File: config.mk
export PLATFORM = sky130hd
export DESIGN_NAME = tx_start_retry
export DESIGN_NICKNAME = d
export VERILOG_FILES = /design/src/rtl/tsr_pkg.sv /design/src/rtl/tsr_gap_timer.sv /design/src/rtl/tsr_fifo.sv /design/src/rtl/tsr_dma.sv /design/src/rtl/tx_start_retry.sv
export SDC_FILE = /design/constraint.sdc
export NUM_CORES = 1
export LEC_CHECK = 0
export ABC_CLOCK_PERIOD_IN_PS = 8800
export BUFFER_PORTS_ARGS = -buffer_cell sky130_fd_sc_hd__clkbuf_2
export CAP_MARGIN = 20
export CORE_ASPECT_RATIO = 0.5
export CORE_MARGIN = 2
export CORE_UTILIZATION = 25
export DETAILED_ROUTE_END_ITERATION = 12
export PLACE_DENSITY_LB_ADDON = 0.2
export SLEW_MARGIN = 10
export SYNTH_ARGS = -nofsm -noshare
export SYNTH_HDL_FRONTEND = slang
export SYNTH_HIERARCHICAL = 1
export SYNTH_SLANG_ARGS = --single-unit
File: constraint.sdc
create_clock -name clk -period 8.8 [get_ports clk]
set_input_delay 0.44 -clock clk [delete_from_list [all_inputs] [get_ports clk]]
set_output_delay 0.44 -clock clk [all_outputs]
set_load 0.02 [all_outputs]
File: src/rtl/tsr_pkg.sv
// Shared types for the transmit start / retry controller.
package tsr_pkg;
    typedef enum logic [1:0] {
        ST_IDLE = 2'd0,   // no command pending
        ST_ARM  = 2'd1,   // command held, waiting for a free receiver and medium
        ST_FILL = 2'd2,   // prefetching, waiting for the start conditions
        ST_SEND = 2'd3    // transmitter consuming bytes
    } tx_state_t;
endpackage

File: src/rtl/tsr_gap_timer.sv
// Gap timer: counts carrier-free cycles up to GAP_CYC and then holds.
// Assumes carrier is synchronous to clk. Any carrier cycle restarts the count.
module tsr_gap_timer #(
    parameter int GAP_CYC = 640
) (
    input  logic clk,
    input  logic rst_n,
    input  logic carrier,
    output logic gap_ok
);
    localparam int CW = $clog2(GAP_CYC + 1);

    logic [CW-1:0] cnt;

    // Restart on carrier, otherwise count up and saturate at the limit.
    always_ff @(posedge clk) begin
        if (!rst_n || carrier) cnt <= '0;
        else if (cnt != CW'(GAP_CYC)) cnt <= cnt + 1'b1;
    end

    assign gap_ok = (cnt == CW'(GAP_CYC));
endmodule

File: src/rtl/tsr_fifo.sv
// Prefetch FIFO: single clock, first-word fall-through, flush has priority.
// Assumes DEPTH is a power of two and at least 2.
module tsr_fifo #(
    parameter int W     = 8,
    parameter int DEPTH = 8
) (
    input  logic         clk,
    input  logic         rst_n,
    input  logic         flush,
    input  logic         push,
    input  logic [W-1:0] din,
    input  logic         pop,
    output logic [W-1:0] dout,
    output logic         empty,
    output logic         full
);
    localparam int AW = $clog2(DEPTH);

    logic [W-1:0] mem [DEPTH];
    logic [AW:0]  wp, rp;

    assign empty = (wp == rp);
    assign full  = (wp[AW] != rp[AW]) && (wp[AW-1:0] == rp[AW-1:0]);
    assign dout  = mem[rp[AW-1:0]];

    // Pointer update; a flush empties the FIFO in one cycle.
    always_ff @(posedge clk) begin
        if (!rst_n || flush) begin
            wp <= '0;
            rp <= '0;
        end else begin
            if (push && !full) wp <= wp + 1'b1;
            if (pop && !empty) rp <= rp + 1'b1;
        end
    end

    // Storage write, suppressed during a flush.
    always_ff @(posedge clk) begin
        if (push && !full && !flush) mem[wp[AW-1:0]] <= din;
    end

    AST_NO_OVERFLOW:  assert property (@(posedge clk) disable iff (!rst_n) (push && !flush) |-> !full);
    AST_NO_UNDERFLOW: assert property (@(posedge clk) disable iff (!rst_n) (pop && !flush) |-> !empty);
endmodule

File: src/rtl/tsr_dma.sv
// Buffer reader: walks the buffer from page*256 for cnt_in bytes while run is high.
// A load restores the start address and the full count, and beats a read in the same cycle.
module tsr_dma #(
    parameter int PAGE_W = 8,
    parameter int CNT_W  = 16
) (
    input  logic                clk,
    input  logic                rst_n,
    input  logic                load,
    input  logic [PAGE_W-1:0]   page,
    input  logic [CNT_W-1:0]    cnt_in,
    input  logic                run,
    input  logic                fifo_full,
    output logic                mem_rd,
    output logic [PAGE_W+7:0]   mem_addr
);
    localparam int ADDR_W = PAGE_W + 8;

    logic [ADDR_W-1:0] ptr;
    logic [CNT_W-1:0]  rem;

    assign mem_rd   = run && !load && (rem != '0) && !fifo_full;
    assign mem_addr = ptr;

    // Restore on load, otherwise advance one byte per read.
    always_ff @(posedge clk) begin
        if (!rst_n) begin
            ptr <= '0;
            rem <= '0;
        end else if (load) begin
            ptr <= {page, 8'h00};
            rem <= cnt_in;
        end else if (mem_rd) begin
            ptr <= ptr + 1'b1;
            rem <= rem - 1'b1;
        end
    end

    AST_RESTORE_COUNT: assert property (@(posedge clk) disable iff (!rst_n) load |=> (rem == $past(cnt_in)));
endmodule

File: src/rtl/tx_start_retry.sv
// Transmit start and collision retry controller.
// Latches the buffer page and byte count on cmd_go, prefetches the frame and starts the
// transmitter once gap, FIFO and backoff conditions all hold. Replays the frame on each
// collision and aborts on the MAX_COL-th. Assumes a nonzero byte count and a mem_data
// that is valid in the mem_rd cycle.
module tx_start_retry #(
    parameter int PAGE_W     = 8,
    parameter int FIFO_DEPTH = 8,
    parameter int CLK_PS     = 10000,
    parameter int GAP_PS     = 6400000,
    parameter int MAX_COL    = 16
) (
    input  logic                 clk,
    input  logic                 rst_n,
    input  logic [PAGE_W-1:0]    reg_page,
    input  logic [7:0]           reg_cnt_lo,
    input  logic [7:0]           reg_cnt_hi,
    input  logic                 cmd_go,
    input  logic                 rx_busy,
    input  logic                 carrier,
    input  logic                 collision,
    input  logic                 backoff_done,
    output logic                 mem_rd,
    output logic [PAGE_W+7:0]    mem_addr,
    input  logic [7:0]           mem_data,
    output logic                 tx_start,
    output logic                 tx_valid,
    output logic [7:0]           tx_data,
    input  logic                 tx_ready,
    output logic                 cmd_busy,
    output logic                 st_done,
    output logic                 st_col,
    output logic                 st_abort,
    output logic [$clog2(MAX_COL)-1:0] col_count,
    output logic                 irq
);
    import tsr_pkg::*;

    localparam int GAP_CYC = GAP_PS / CLK_PS;
    localparam int CW      = $clog2(MAX_COL);

    tx_state_t        state;
    logic [PAGE_W-1:0] page_q;
    logic [15:0]      total_q;
    logic [15:0]      sent;
    logic             bo_wait;
    logic             gap_ok, f_empty, f_full;
    logic             pop, start_ok, defer, col_evt, last, dma_load, dma_run, abort_now;

    assign tx_valid  = (state == ST_SEND) && !f_empty;
    assign pop       = tx_valid && tx_ready && !collision;
    assign start_ok  = (state == ST_FILL) && gap_ok && !f_empty && !bo_wait;
    assign defer     = (state == ST_FILL) && carrier && f_empty;
    assign col_evt   = (state == ST_SEND) && collision;
    assign abort_now = col_evt && (col_count == CW'(MAX_COL - 1));
    assign last      = pop && (sent == total_q - 16'd1);
    assign dma_load  = ((state == ST_ARM) && !rx_busy && !carrier) || defer || col_evt;
    assign dma_run   = (state == ST_FILL) || (state == ST_SEND);

    tsr_gap_timer #(.GAP_CYC(GAP_CYC)) u_gap (
        .clk(clk), .rst_n(rst_n), .carrier(carrier), .gap_ok(gap_ok)
    );

    tsr_dma #(.PAGE_W(PAGE_W), .CNT_W(16)) u_dma (
        .clk(clk), .rst_n(rst_n), .load(dma_load), .page(page_q), .cnt_in(total_q),
        .run(dma_run), .fifo_full(f_full), .mem_rd(mem_rd), .mem_addr(mem_addr)
    );

    tsr_fifo #(.W(8), .DEPTH(FIFO_DEPTH)) u_fifo (
        .clk(clk), .rst_n(rst_n), .flush(dma_load), .push(mem_rd), .din(mem_data),
        .pop(pop), .dout(tx_data), .empty(f_empty), .full(f_full)
    );

    // Sequencing of command, prefetch, start, retry and completion.
    always_ff @(posedge clk) begin
        if (!rst_n) begin
            state     <= ST_IDLE;
            page_q    <= '0;
            total_q   <= '0;
            sent      <= '0;
            bo_wait   <= 1'b0;
            tx_start  <= 1'b0;
            irq       <= 1'b0;
            cmd_busy  <= 1'b0;
            st_done   <= 1'b0;
            st_col    <= 1'b0;
            st_abort  <= 1'b0;
            col_count <= '0;
        end else begin
            tx_start <= 1'b0;
            irq      <= 1'b0;
            if (backoff_done) bo_wait <= 1'b0;
            case (state)
                ST_IDLE: if (cmd_go) begin
                    page_q    <= reg_page;
                    total_q   <= {reg_cnt_hi, reg_cnt_lo};
                    cmd_busy  <= 1'b1;
                    st_done   <= 1'b0;
                    st_col    <= 1'b0;
                    st_abort  <= 1'b0;
                    col_count <= '0;
                    bo_wait   <= 1'b0;
                    state     <= ST_ARM;
                end
                ST_ARM: if (!rx_busy && !carrier) begin
                    sent  <= '0;
                    state <= ST_FILL;
                end
                ST_FILL: begin
                    if (defer) state <= ST_ARM;
                    else if (start_ok) begin
                        tx_start <= 1'b1;
                        state    <= ST_SEND;
                    end
                end
                ST_SEND: begin
                    if (col_evt) begin
                        st_col <= 1'b1;
                        sent   <= '0;
                        if (abort_now) begin
                            st_abort  <= 1'b1;
                            col_count <= '0;
                            cmd_busy  <= 1'b0;
                            irq       <= 1'b1;
                            state     <= ST_IDLE;
                        end else begin
                            col_count <= col_count + 1'b1;
                            bo_wait   <= 1'b1;
                            state     <= ST_FILL;
                        end
                    end else if (last) begin
                        st_done  <= 1'b1;
                        cmd_busy <= 1'b0;
                        irq      <= 1'b1;
                        state    <= ST_IDLE;
                    end else if (pop) begin
                        sent <= sent + 16'd1;
                    end
                end
                default: state <= ST_IDLE;
            endcase
        end
    end

    AST_START_AFTER_GAP:     assert property (@(posedge clk) disable iff (!rst_n) tx_start |-> $past(gap_ok));
    AST_START_AFTER_BACKOFF: assert property (@(posedge clk) disable iff (!rst_n) tx_start |-> !$past(bo_wait));
    AST_ABORT_COUNT_ZERO:    assert property (@(posedge clk) disable iff (!rst_n) st_abort |-> (col_count == '0));
    AST_IRQ_ONE_CYCLE:       assert property (@(posedge clk) disable iff (!rst_n) irq |=> !irq);
    AST_DONE_NOT_ABORT:      assert property (@(posedge clk) disable iff (!rst_n) !(st_done && st_abort));
endmodule

======== Word-level counts from Yosys, hierarchy flattened ========
Memories as Yosys holds them, arrays and structs flattened. A register that Yosys moved wholly into a read port is not among the register bits.
Cells that the tools add are included.
word-level totals
  logic and storage cells ................. 147
  memory bits (read-only) ................. 0
  memory bits (writable) .................. 64
  bits in registers ....................... 103
  input port bits ......................... 40
  latch bits .............................. 0
  memories ................................ 1
operators by class
  divide/modulo/power cells ............... 0
  reduce and logical (&&, ||, !) cells .... 49
  multiplexer cells ....................... 48
  eq/ne operators ......................... 21
  $add $sub $neg .......................... 8
  bitwise operators ....................... 2
  shifts and indexed selects .............. 0
  $mul .................................... 0
  order comparisons ....................... 0
memory list
  name        depth  bits a word  read ports  clocked after memory_dff  write ports  RTL line        text
  u_fifo.mem  8      8            1           1                         1            tsr_fifo.sv:19  logic [W-1:0] mem [DEPTH];
operator list
  kind                                                                  count
  16-bit two-way mux                                                    8
  16-bit by 1-bit adder with 16-bit output, second input constant       2
  16-bit one-hot mux with 2 select lines                                1
  16-bit by 1-bit subtractor with 16-bit output, second input constant  2
  1-bit logical AND                                                     21
  1-bit two-way mux                                                     20
  4-bit AND reduction                                                   5
  16-bit == test                                                        1
  16-bit nonzero test                                                   1
  3-bit != test, second input constant                                  5
  2-bit two-way mux                                                     7
  4-bit by 1-bit adder with 4-bit output, second input constant         3
  4-bit two-way mux                                                     3
  10-bit by 1-bit adder with 10-bit output, second input constant       1
  10-bit == test, second input constant                                 1
  10-bit != test, second input constant                                 1
  2-bit != test, second input constant                                  5
  1-bit one-hot mux with 2 select lines                                 5
  1-bit logical NOT                                                     8
  2-bit one-hot mux with 4 select lines                                 1
  4-bit one-hot mux with 2 select lines                                 1
  3-bit two-way mux                                                     2
  2-bit nonzero test                                                    3
  1-bit logical OR                                                      5
  other kinds (13)                                                      16

======== Logic depth before layout (Yosys ltp) ========
Gate-level depths: netlist (run 1).
  word-level depth ........................ 13
  depth in mapped cells ................... 13

======== Cells and area by module ========
The synthesis (run 1) kept the hierarchy.
modules (own cells, without submodules)
  module          times used  cells each  sequential area each (sq um)  area each (sq um)
  tsr_fifo        1           175         2142.1                        3263.1
  tx_start_retry  1           377         1061.0                        2961.6
  tsr_dma         1           249         640.6                         1964.4
  tsr_gap_timer   1           60          200.2                         505.5

======== Least setup slack after synthesis (run 1) ========
No wires, ideal clock.
  path kind ............................... reg2reg
  from .................................... register u_fifo.wp[1]
  to ...................................... memory u_fifo.mem[2][0] (enable)
  library setup time ...................... 0.385 ns
  required time ........................... 8.415 ns
  path slack .............................. 5.341 ns
  data arrival time ....................... 3.074 ns
  cell stages (with the launch flop) ...... 14
  cells stage by stage .................... dfxtp_1 > buf_4 > xnor2_2 > and3_1 > and2_1 > a32oi_1 > nand2_1 > clkbuf_1 > nor2_1 > nand2_1 > inv_1 > nor3b_1 > nand2b_1 > nor3b_1
between the ends
  longest elaborated chain between the ends .. 12
  elaborated cells between the ends (all ways) .. 15
  those cells by class .................... 2 x eq/ne; 2 x mux; 11 x reduce/logical
ends and longest elaborated chain
  what                                     RTL line              text
  from (decl)                              tsr_fifo.sv:20        logic [AW:0] wp, rp;
  from (signal assigned)                   tsr_fifo.sv:32        if (push && !full) wp <= wp + 1'b1;
  4-bit == test                            tsr_fifo.sv:22        assign empty = (wp == rp);
  net f_empty                              tx_start_retry.sv:47  logic gap_ok, f_empty, f_full;
  1-bit logical AND                        tx_start_retry.sv:53  assign defer = (state == ST_FILL) && carrier && f_empty;
  1-bit logical OR (2 in series)           tx_start_retry.sv:57  assign dma_load = ((state == ST_ARM) && !rx_busy && !carrier) || defer || col_evt;
  net dma_load                             tx_start_retry.sv:48  logic pop, start_ok, defer, col_evt, last, dma_load, dma_run, abort_now;
  1-bit logical NOT                        tsr_dma.sv:22         assign mem_rd = run && !load && (rem != '0) && !fifo_full;
  1-bit logical AND (3 in series)          tsr_dma.sv:22
  net mem_rd                               tx_start_retry.sv:23  output logic mem_rd,
  1-bit logical AND (2 in series)          tsr_fifo.sv:39        if (push && !full && !flush) mem[wp[AW-1:0]] <= din;
  1-bit two-way mux                        tsr_fifo.sv:39
  1-bit two-way mux (implied by the code)  tsr_fifo.sv:39
  to (decl)                                tsr_fifo.sv:19
The timed path passes the listed nets, and every way through them passes these cells.

======== Final worst setup path (run 1) ========
  from .................................... register u_fifo.wp[1]
  to ...................................... memory u_fifo.mem[3][4] (enable)
between the ends
  longest elaborated chain between the ends .. 12
  elaborated cells between the ends (all ways) .. 15
  those cells by class .................... 2 x eq/ne; 2 x mux; 11 x reduce/logical
ends and longest elaborated chain
  what                                       RTL line
  4-bit == test *                            tsr_fifo.sv:22
  net f_empty                                tx_start_retry.sv:47
  1-bit logical AND *                        tx_start_retry.sv:53
  1-bit logical OR * (2 in series)           tx_start_retry.sv:57
  net dma_load                               tx_start_retry.sv:48
  1-bit logical NOT *                        tsr_fifo.sv:39, tsr_dma.sv:22
  1-bit logical AND (3 in series)            tsr_dma.sv:22
  1-bit logical AND                          tsr_fifo.sv:39
  1-bit logical AND *                        tsr_fifo.sv:39
  1-bit two-way mux *                        tsr_fifo.sv:39
  1-bit two-way mux (implied by the code) *  tsr_fifo.sv:39
Mark *: on every way through the listed nets, which the timed path passes. The rest lies on a longest branch.

==> flow_summary_export.csv, run 1 <==
group,metric,value,unit
status,status,"complete, no violations",
die,core_area,0.0344,mm²
synthesis,async_flop_share,0,%
setup_path,cp.arrival,4.04,ns
synthesis,yosys_most_used_dff,"dfxtp_1",
placement,preCtsSetupSlack,4.64,ns
detailed_routing,routed_via_density,4.91,
power,p_leak,3.47,nW
synthesis,syn_inst,861,
placement,post_dp_cell_area,0.00951,mm²
sta,setup_viol,0,
clock_tree,cts.path.max_buffers,2,
synthesis,ys_types,83,
die,start_util,25.3,%
sta,setup_tns,0,ns
finish,fin_nets,975,
clock_tree,cts_tree,"yes",
setup_path,slowest_stage,"nor4b_2",
grt,grt_pass1_wl,36.6,mm
sta,timing.final.ws_setup,4.82,ns
placement,io_buffers,75,
finish,fin_area,0.0101,mm²
sta,min_period,3.98,ns
finish,fill_cells,3583,
finish,diodes,0,
grt,antenna_found_initial,0,
die,ioPinCount,76,
placement,post-dp-hpwl,16.3,mm
power,p_total,2.72,mW
synthesis,yosysTopAreaCellShare,24.4,%
synthesis,ys_top_cells_by_area,"dfxtp_1 24%, edfxtp_1 22%, mux4_1 4.5%",
setup_path,worst-path-max-fanout,41,
detailed_routing,drt-wirelength-per-cell,16.5,µm
setup_path,critPathRequiredTime,8.86,ns
setup_path,crit_path_start_kind,"flip-flop",
synthesis,ys_top_cells_by_count,"106 x dfxtp_1, 97 x nand2_1, 64 x edfxtp_1",
die,rows,48,
synthesis,synth_edf_count,64,
power,powerDensity,269,mW/mm²
sta,rsz0062_at_grt,"no",
sta,fin_skew,0.0179,ns
synthesis,synth_area,0.00869,mm²
power,ir_worst_vdd,232,µV
grt,grt_max_degree,43,
setup_path,r2r_setup_slack,4.82,ns
clock_tree,cts_buffers,17,
detailed_routing,num_vias,6921,
detailed_routing,drt_first_iter_violations,368,
finish,syn_to_final_growth,16.1,%
synthesis,ys_seq_elements,170,
sta,max_slew_margin,31.2,%
setup_path,critPathMostFrequentCell,"nand2_1",
clock_tree,clock-sinks,170,
job,maxCapViolations,0,
sta,maxSlewViolCount,0,
power,p_seq_share,37.0,%
setup_path,crit_type,"flip-flop to flip-flop",
clock_tree,clk_latency,0.45,ns
power,p_int,1.61,mW
clock_tree,clk_pin_slew_worst_paths,0.07,ns
setup_path,slowest_delay,0.89,ns
clock_tree,cts_resized,0,
setup_path,crit_path_end_kind,"flip-flop",
synthesis,syn_nets,914,
synthesis,synth.most_common_cell,"dfxtp_1",
synthesis,avgSynthCellArea,10.1,µm²
grt,first_global_vias,6778,
clock_tree,postCtsSetupBuffers,0,
sta,fin_crit_sh,45.2,%
die,die_h,136,µm
sta,maxClockFrequency,251,MHz
grt,overflow,0,
finish,final_util,29.4,%
placement,dp.cells,1374,
power,combPwrFrac,35.9,%
power,power_switching,1.11,mW
synthesis,yosysTopAreaCell,"dfxtp_1",
clock_tree,cts_root_buffer,"clkbuf_16",
power,power.share.switching,40.9,%
synthesis,ys_seq_area_share,46.5,%
die,die_w,268,µm
detailed_routing,dr.pass1.iters,5,
synthesis,yosysWarnings,6,
finish,instances_no_fill,1410,
clock_tree,ctsHoldBuffers,0,
detailed_routing,ant_nets,0,
finish,drive_gt1_share,18.1,%
die,die_area,0.0364,mm²
power,power_frac_clock,27.0,%
grt,track_usage,13.0,%
sta,tightest_slew,1.03,ns
sta,timing.hold.ws,0.226,ns
placement,place.gp.congestion,0.843,
min_path,min_path_type,"primary input to flip-flop",
clock_tree,cts.htree.levels,4,
setup_path,path_cells,"xnor2_2 > and3_1 > and2_1 > a32oi_1 > nand2_1 > buf_4 > nor2_1 > nand2_1 > inv_1 > nand3b_1 > nor4b_2",
detailed_routing,drcViolationCount,0,
detailed_routing,wl,23.2,mm
sta,hold_viol,0,
[placed cells by master, fill, tap and decap left out, drive strengths merged, types with 7 or more instances in the layout]
cell type	count
or2	7
clkbuf	94
ha	13
or3	17
o21ai	39
mux4	16
buf	13
nor2	53
edfxtp	64
xor2	18
o31ai	18
a21oi	62
and4	12
nand2	97
nand4	15
nor2b	10
inv	27
xnor2	16
nand3	32
or4	22
mux2i	10
a31oi	15
nand2b	10
nand3b	7
nor3	21
mux2	10
and3	11
nor4	11
dfxtp	106
[cell families (layout without fill, tap and decap cells)]
group / after synthesis / count (layout) / synth area share [%]
flip-flops: 170 / 170 / 46.5
adder cells (fa/ha/maj): 13 / 13 / 1.87
buffers and inverters: 65 / 139 / 3.47
AO/OA/AOI/OAI: 183 / 183 / 13.8
multiplexers: 36 / 36 / 7.24
AND/OR/NAND/NOR: 360 / 360 / 23.5
XOR/XNOR: 34 / 34 / 3.68
[power groups by stage]
stage | Sequential (mW) | Clock, mW | Combinational, mW
6_report | 1.01 | 0.735 | 0.978
5_1_grt | 1.02 | 0.793 | 1.09
4_1_cts | 1.01 | 0.759 | 0.978
3_5_place_dp | 1.03 | 0 | 0.972
3_3_place_gp | 1.02 | 0 | 0.966
2_1_floorplan | 0.997 | 0 | 0.731
[worst paths after layout]
kind                                  start                    endpoint  cells past startpoint
hold reg to reg      page_q[0]$_SDFFE_PN0P_      page_q[0]$_SDFFE_PN0P_                      2
setup / recovery  u_fifo/wp[1]$_SDFFE_PP0P_  u_fifo/mem[3][4]$_DFFE_PP_                     11
hold / removal                  reg_page[4]      page_q[4]$_SDFFE_PN0P_                      3
setup reg to reg  u_fifo/wp[1]$_SDFFE_PP0P_  u_fifo/mem[3][4]$_DFFE_PP_                     11
[layout make-up]
cell class / instances / area [µm²] / share of cell area [%]
Multi-Input combinational cell: 626 / 4350 / 43.1
Sequential cell: 170 / 4040 / 40.0
Timing Repair Buffer: 89 / 473 / 4.68
Clock inverter: 14 / 141 / 1.40
Tap cell: 475 / 594 / 5.89
Inverter: 18 / 67.6 / 0.669
Clock buffer: 18 / 429 / 4.25
[worst max-delay path, delay by kind of cell, from the launching register on]
kind	cells	cell delay [ns]
simple gates	7	2.05
flops	1	0.62
buf+inv	2	0.45
xor+xnor	1	0.24
compound gates	1	0.22
[layer usage]
layer  routed length [µm]  GRT usage [%]  up-vias  share of wire (%)
met3                  658           2.99       31                2.8
li1                     -              -     3401                  -
met2                11300           22.4      121                 49
met1                10600           15.8     3368                 46
met4                  627           5.52        0                2.7
met5                    0              0        -                  0
[state kept, by name, indices dropped and copies added, names as in the netlist, named ones only]
| name | flops |
|---|---|
| bo_wait | 1 |
| cmd_busy | 1 |
| col_count | 4 |
| irq | 1 |
| page_q | 8 |
| sent | 16 |
| st_abort | 1 |
| st_col | 1 |
| st_done | 1 |
| state | 2 |
| total_q | 16 |
| tx_start | 1 |
| u_dma/mem_addr | 16 |
| u_dma/rem | 16 |
| u_fifo/mem | 64 |
| u_fifo/rp | 4 |
| u_fifo/wp | 4 |
| u_gap/cnt | 10 |
No activity file was read; power rests on OpenSTA's default activity.
==> run 2: changes to the inputs <==
Settings changed: ABC_AREA from default to 1, ABC_CLOCK_PERIOD_IN_PS 8800 to 4100.
Clock period 8.8 ns to 4.1 ns, I/O delays scaled along.
==> run 2 against run 1 <==
Effect of this change:
- global-route usage is 0.060 points lower
- power grew 130%
- hold slack lost 0.21 ns
- register-to-register slack got worse by 3.9 ns
- clock skew shrank 0.0069 ns
- fmax is 23% higher
- sequential power increased by 120%
- worst setup slack got worse by 3.9 ns
- first-iteration DRC count up 18%
- critical path type unchanged
- critical endpoint unchanged
==> flow_summary_export.csv, run 2 <==
group,metric,value,unit
detailed_routing,dr.pass1.iters,6,
die,die_h,140,µm
detailed_routing,drt_first_iter_violations,434,
synthesis,synth_top_family_by_area,"simple AND/OR/NAND/NOR gates",
finish,largest_reg_flops,64,
finish,syn_to_final_growth,15.5,%
job,maxCapViolations,0,
sta,fin_skew,0.0110,ns
synthesis,synth_simple_gate_area_share,33.1,%
setup_path,r2r_setup_slack,0.87,ns
min_path,min_path_type,"primary input to flip-flop",
min_path,hold_start,"reg_page[6]",
detailed_routing,routed-wl-met2,12.2,mm
detailed_routing,wl_met1,11.9,mm
clock_tree,ctsHoldBuffers,0,
grt,track_usage,13.0,%
synthesis,synth_area,0.00927,mm²
power,p_total,6.38,mW
setup_path,cp.arrival,3.29,ns
finish,drive_gt1_share,13.5,%
synthesis,ys_types,42,
synthesis,yosys_most_used_dff,"dfxtp_1",
die,start_util,25.6,%
finish,final_common_cell,"nand2_1",
clock_tree,cts.htree.levels,4,
clock_tree,cts_tree,"yes",
finish,fin_area,0.0107,mm²
setup_path,crit_type,"flip-flop to flip-flop",
sta,min_period,3.23,ns
clock_tree,clk_pin_slew_worst_paths,0.07,ns
synthesis,yosysTopAreaCellShare,22.9,%
die,core_area,0.0362,mm²
setup_path,crit_path_end_kind,"flip-flop",
clock_tree,postCtsSetupBuffers,0,
synthesis,ys_top_cells_by_count,"301 x nand2_1, 194 x nor2_1, 114 x inv_1",
sta,maxSlewViolCount,0,
sta,fin_crit_sh,78.7,%
clock_tree,clk_latency,0.44,ns
detailed_routing,drcViolationCount,0,
grt,grt_pass1_wl,40.1,mm
min_path,min_to,"page_q[6]$_SDFFE_PN0P_",
synthesis,synth_xor_area_share,3.67,%
clock_tree,clock-sinks,170,
synthesis,synth.most_common_cell,"nand2_1",
finish,final_cell_mix,"301 x nand2_1, 194 x nor2_1, 116 x inv_1",
clock_tree,cts_resized,0,
synthesis,synth.mux.area_fraction,1.73,%
status,status,"complete, no violations",
placement,post-dp-hpwl,18.2,mm
sta,max_slew_margin,34.3,%
die,die_w,276,µm
setup_path,r2r-start,"u_fifo/wp[0]$_SDFFE_PP0P_",
power,powerDensity,596,mW/mm²
detailed_routing,wl_met3,581,µm
min_path,min_path_cells,3,
sta,timing.hold.ws,0.0165,ns
sta,setup_viol,0,
setup_path,reg2regPathDepth,16,
die,ioPinCount,76,
finish,fin_nets,1355,
setup_path,critPathRequiredTime,4.17,ns
detailed_routing,num_vias,8067,
synthesis,yosysTopAreaCell,"dfxtp_1",
placement,io_buffers,75,
detailed_routing,ant_nets,0,
setup_path,critPathMostFrequentCell,"nand2_1",
clock_tree,cts_buffers,17,
clock_tree,cts.path.max_buffers,2,
sta,rsz0062_at_grt,"no",
synthesis,synthAdderAreaFrac,1.76,%
synthesis,async_flop_share,0,%
sta,setup_tns,0,ns
detailed_routing,top_layer,"met4",
setup_path,cp_top_family,"simple AND/OR/NAND/NOR gates",
sta,tightest_slew,0.984,ns
synthesis,syn_nets,1292,
detailed_routing,drt-wirelength-per-cell,13.9,µm
synthesis,synth_edf_count,64,
placement,post_dp_cell_area,0.0101,mm²
finish,final_util,29.5,%
synthesis,ys_seq_area_share,43.6,%
detailed_routing,routed_via_density,4.48,
die,rows,49,
synthesis,syn_inst,1239,
clock_tree,cts_root_buffer,"clkbuf_16",
sta,hold_viol,0,
setup_path,slowest_stage,"nor2_1",
setup_path,worst-path-max-fanout,26,
setup_path,timing.rr.end,"u_fifo/mem[3][4]$_DFFE_PP_",
synthesis,ys_seq_elements,170,
sta,maxClockFrequency,310,MHz
setup_path,crit_buf_inv,5,
grt,antenna_found_initial,1,
setup_path,crit_path_start_kind,"flip-flop",
grt,overflow,0,
grt,first_global_vias,7718,
power,ir_worst_vdd,363,µV
grt,grt_max_degree,37,
synthesis,avgSynthCellArea,7.48,µm²
synthesis,ys_top_cells_by_area,"dfxtp_1 23%, edfxtp_1 21%, nand2_1 12%",
synthesis,synth_compound_area_share,9.09,%
detailed_routing,wl,25.0,mm
placement,place.gp.congestion,0.813,
power,p_leak,4.27,nW
setup_path,slowest_delay,0.57,ns
synthesis,yosysWarnings,6,
setup_path,path_cells,"inv_1 > nand2_1 > nand2_1 > nand4_2 > inv_1 > nand3_1 > nand3_1 > inv_2 > nand2_1 > nor2_2 > nand2_4 > inv_4 > nand2_2 > inv_2 > nand2_2 > nor2_1",
die,die_area,0.0387,mm²
[run 2: changes by cell type in the layout (fill, tap and decap cells not counted), moves of 18 or more]
cell / change
or4_1: -19
nor2_1: +142
nand3_1: +77
o31ai_1: -18
o21ai_0: +22
inv_1: +99
nand2_1: +204
[run 2: cells by family (layout without fill, tap and decap cells)]
group	count (synthesis)	in the layout
flip-flops	170	170
buffers and inverters	156	232
AO/OA/AOI/OAI	150	150
AND/OR/NAND/NOR	696	696
multiplexers	16	16
other	0	1
adder cells (fa/ha/maj)	13	13
XOR/XNOR	38	38
[run 2: layout make-up]
class / count / area (µm²)
timing repair buffer: 83 / 435
clock buffer: 22 / 518
inverter: 117 / 442
tap: 484 / 606
multi-input combinational: 913 / 4570
sequential: 170 / 4040
clock inverter: 10 / 86.3
fill: 3927 / 25500
antenna: 1 / 2.50
[run 2: how the worst max path moves through the flow]
stage,from,slack [ns],endpoint,cells past startpoint
after CTS,u_fifo/wp[0]$_SDFFE_PP0P_,0.86,u_fifo/mem[7][2]$_DFFE_PP_,16
final,u_fifo/wp[0]$_SDFFE_PP0P_,0.87,u_fifo/mem[3][4]$_DFFE_PP_,16
after global routing,u_fifo/wp[0]$_SDFFE_PP0P_,0.56,u_fifo/mem[7][3]$_DFFE_PP_,16
after floorplan,u_fifo/wp[0]$_SDFFE_PP0P_,1.10,u_fifo/mem[7][0]$_DFFE_PP_,18
after detailed placement,u_fifo/wp[0]$_SDFFE_PP0P_,0.87,u_fifo/mem[7][2]$_DFFE_PP_,16
after global placement,u_fifo/wp[0]$_SDFFE_PP0P_,0.95,u_fifo/mem[7][3]$_DFFE_PP_,16
[run 2: through the flow]
stage	std cells	setup WS, ns
after floorplan	1239	1.10
after global placement	1767	0.953
after detailed placement	1767	0.870
after CTS	1799	0.859
after global routing	1799	0.562
final	1800	0.871
[run 2: metal layers]
metal / global-route usage, % / vias to the layer above
met5: 0 / -
met4: 3.57 / 0
met3: 2.69 / 22
met2: 22.6 / 82
met1: 16.3 / 3777
li1: - / 4186
[run 2: tightest hold or removal path, stage by stage]
cell,delay (ns)
clkbuf_2,0.07
o21ai_0,0.07
nor2_1,0.08
[run 2: power breakdown]
group | internal [mW] | switching [mW]
clock | 0.958 | 0.683
sequential | 1.95 | 0.245
combinational | 0.849 | 1.69
==> run 3: changes to the inputs <==
Settings changed: ABC_AREA 1 to 0, ABC_CLOCK_PERIOD_IN_PS 4100 to 2650.
Clock period 4.1 ns to 2.65 ns, I/O delays scaled along.
==> run 3 against run 2 <==
Effect of this change:
- the flow now finishes with violations (negative setup slack)
- utilization grew 4.1 points
- cell area up 7.8%
- power is 57% higher
- cell count is 15% lower
- flip-flop and latch count unchanged
- fmax is 17% higher
- critical path depth decreased by 6
- critical path type unchanged
- highest routed layer unchanged
==> flow_summary_export.csv, run 3 (synthesized netlist as in run 1, its figures left out) <==
group,metric,value,unit
clock_tree,cts_buffers,17,
die,die_area,0.0364,mm²
die,core_area,0.0344,mm²
status,status,"complete, but fails checks",
setup_path,crit_type,"flip-flop to flip-flop",
power,powerDensity,869,mW/mm²
power,p_leak,4.11,nW
setup_path,worst-path-max-fanout,5,
setup_path,slowest_stage,"or4_4",
min_path,hold_start,"cmd_go",
detailed_routing,drt_first_iter_violations,456,
finish,final_util,33.6,%
placement,dp.cells,1448,
setup_path,critPathRequiredTime,2.95,ns
sta,tightest_slew,0.670,ns
grt,grt_max_degree,38,
sta,max_slew_margin,55.2,%
grt,overflow,0,
placement,post-dp-hpwl,17.6,mm
setup_path,cp.arrival,3.07,ns
sta,fin_skew,0.0107,ns
min_path,min_path_type,"primary input to flip-flop",
setup_path,slowest_delay,0.53,ns
sta,min_period,2.76,ns
clock_tree,clock-sinks,170,
setup_path,critPathMostFrequentCell,"buf_6",
sta,timing.final.ws_setup,-0.114,ns
power,ir_worst_vdd,507,µV
clock_tree,clk_pin_slew_worst_paths,0.07,ns
sta,setup_viol,13,
setup_path,startpoint,"total_q[0]$_SDFFE_PN0P_",
clock_tree,cts.path.max_buffers,2,
clock_tree,cts_tree,"yes",
detailed_routing,dr.pass1.iters,5,
finish,largest_reg_flops,64,
setup_path,crit_buf_inv,2,
status,violations,"negative setup slack",
sta,fin_crit_sh,104,%
sta,maxSlewViolCount,0,
clock_tree,clk_latency,0.45,ns
finish,fin_nets,1093,
grt,antenna_found_initial,0,
sta,rsz0062_at_grt,"yes",
die,start_util,25.3,%
finish,final_cell_mix,"96 x dfxtp_1, 94 x nand2_1, 81 x buf_4",
finish,drive_gt1_share,29.0,%
setup_path,crit_path_start_kind,"flip-flop",
placement,place.gp.congestion,0.837,
setup_path,cp_top_family,"simple AND/OR/NAND/NOR gates",
grt,grt_pass1_wl,40.2,mm
grt,track_usage,14.2,%
die,ioPinCount,76,
finish,final_common_cell,"dfxtp_1",
detailed_routing,routed_via_density,4.87,
detailed_routing,num_vias,7446,
detailed_routing,drcViolationCount,0,
sta,maxClockFrequency,362,MHz
finish,diodes,0,
placement,preCtsSetupSlack,-0.102,ns
grt,first_global_vias,7262,
die,die_w,268,µm
detailed_routing,ant_nets,0,
die,rows,48,
clock_tree,cts.htree.levels,4,
sta,hold_viol,0,
placement,io_buffers,75,
setup_path,crit_path_end_kind,"flip-flop",
job,maxCapViolations,0,
setup_path,r2r-start,"total_q[0]$_SDFFE_PN0P_",
finish,instances_no_fill,1528,
detailed_routing,drt-wirelength-per-cell,16.5,µm
finish,syn_to_final_growth,32.7,%
clock_tree,cts_root_buffer,"clkbuf_16",
setup_path,path_cells,"or4_4 > or4b_1 > a211o_1 > o311ai_4 > nand4_4 > buf_6 > nor2_4 > buf_6 > nand4b_1 > a21oi_1",
detailed_routing,wl,25.2,mm
die,die_h,136,µm
-- run 3: cell types whose count changed in the layout (fill, tap and decap cells not counted), sizes merged, moves of 14 or more --
cell         before  now
o31ai             0   18
nand3           113   32
nor2            210   53
a31oi             0   15
buf               8   96
or3               0   17
nand2           320   97
inv             120   25
dlygate4sd3       0   34
mux4              0   16
or4               0   22
o21ai            61   39
o22ai            17    3
-- run 3: worst min-delay path, stage by stage --
cell,delay [ns]
clkbuf_2,0.12
nor2b_1,0.07
nor3_1,0.12
o21ai_0,0.09
a21oi_1,0.11
-- run 3: timing repair --
item / in CTS / in global routing
cloned: 2 / 0
endpoints found under the hold margin: 90 / 0
pin swaps: 18 / 16
hold buffers: 34 / 0
buffers inserted: 6 / 6
resized for setup: 27 / 34
endpoints found under the setup margin: 53 / 85
-- run 3: through the flow --
step                      instance area (µm²)  total power [mW]  hold slack [ns]  TNS, ns
after floorplan                          8850              5.82            0.231    -4.27
after global placement                  10300              7.21            0.363   -0.367
after detailed placement                10300              7.23            0.361    -2.31
after CTS                               11400              9.95            0.196  -0.0648
after global routing                    11500              10.6            0.280    -3.38
final                                   11500              10.0            0.223   -0.985
-- run 3: worst paths after layout --
kind | slack, ns | cells after the start | to
max reg2reg | -0.11 | 10 | sent[1]$_SDFFE_PN0P_
max | -0.11 | 10 | sent[1]$_SDFFE_PN0P_
min | 0.22 | 5 | col_count[2]$_SDFFE_PN0P_
min reg2reg | 0.46 | 2 | page_q[6]$_SDFFE_PN0P_
-- run 3: per-layer routing --
layer / GRT usage, % / part of all wire (%) / vias up / wire [µm]
li1: - / - / 3644 / -
met1: 17.6 / 46 / 3668 / 11500
met2: 24.5 / 50 / 105 / 12500
met3: 3.39 / 3.0 / 29 / 766
met4: 4.62 / 1.4 / 0 / 352
met5: 0 / 0 / - / 0
-- run 3: report_power, final --
group | total [mW] | internal [mW] | switching, mW
sequential | 3.29 | 3.00 | 0.289
clock | 2.47 | 1.31 | 1.16
combinational | 4.26 | 1.73 | 2.54
total | 10.0 | 6.04 | 3.98
-- run 3: final cells by class --
class	count	area, µm²
Fill cell	3501	22800
Clock inverter	14	133
Clock buffer	18	429
Multi-Input combinational cell	628	4700
Timing Repair Buffer	205	1550
Inverter	18	70.1
Sequential cell	170	4060
Tap cell	475	594
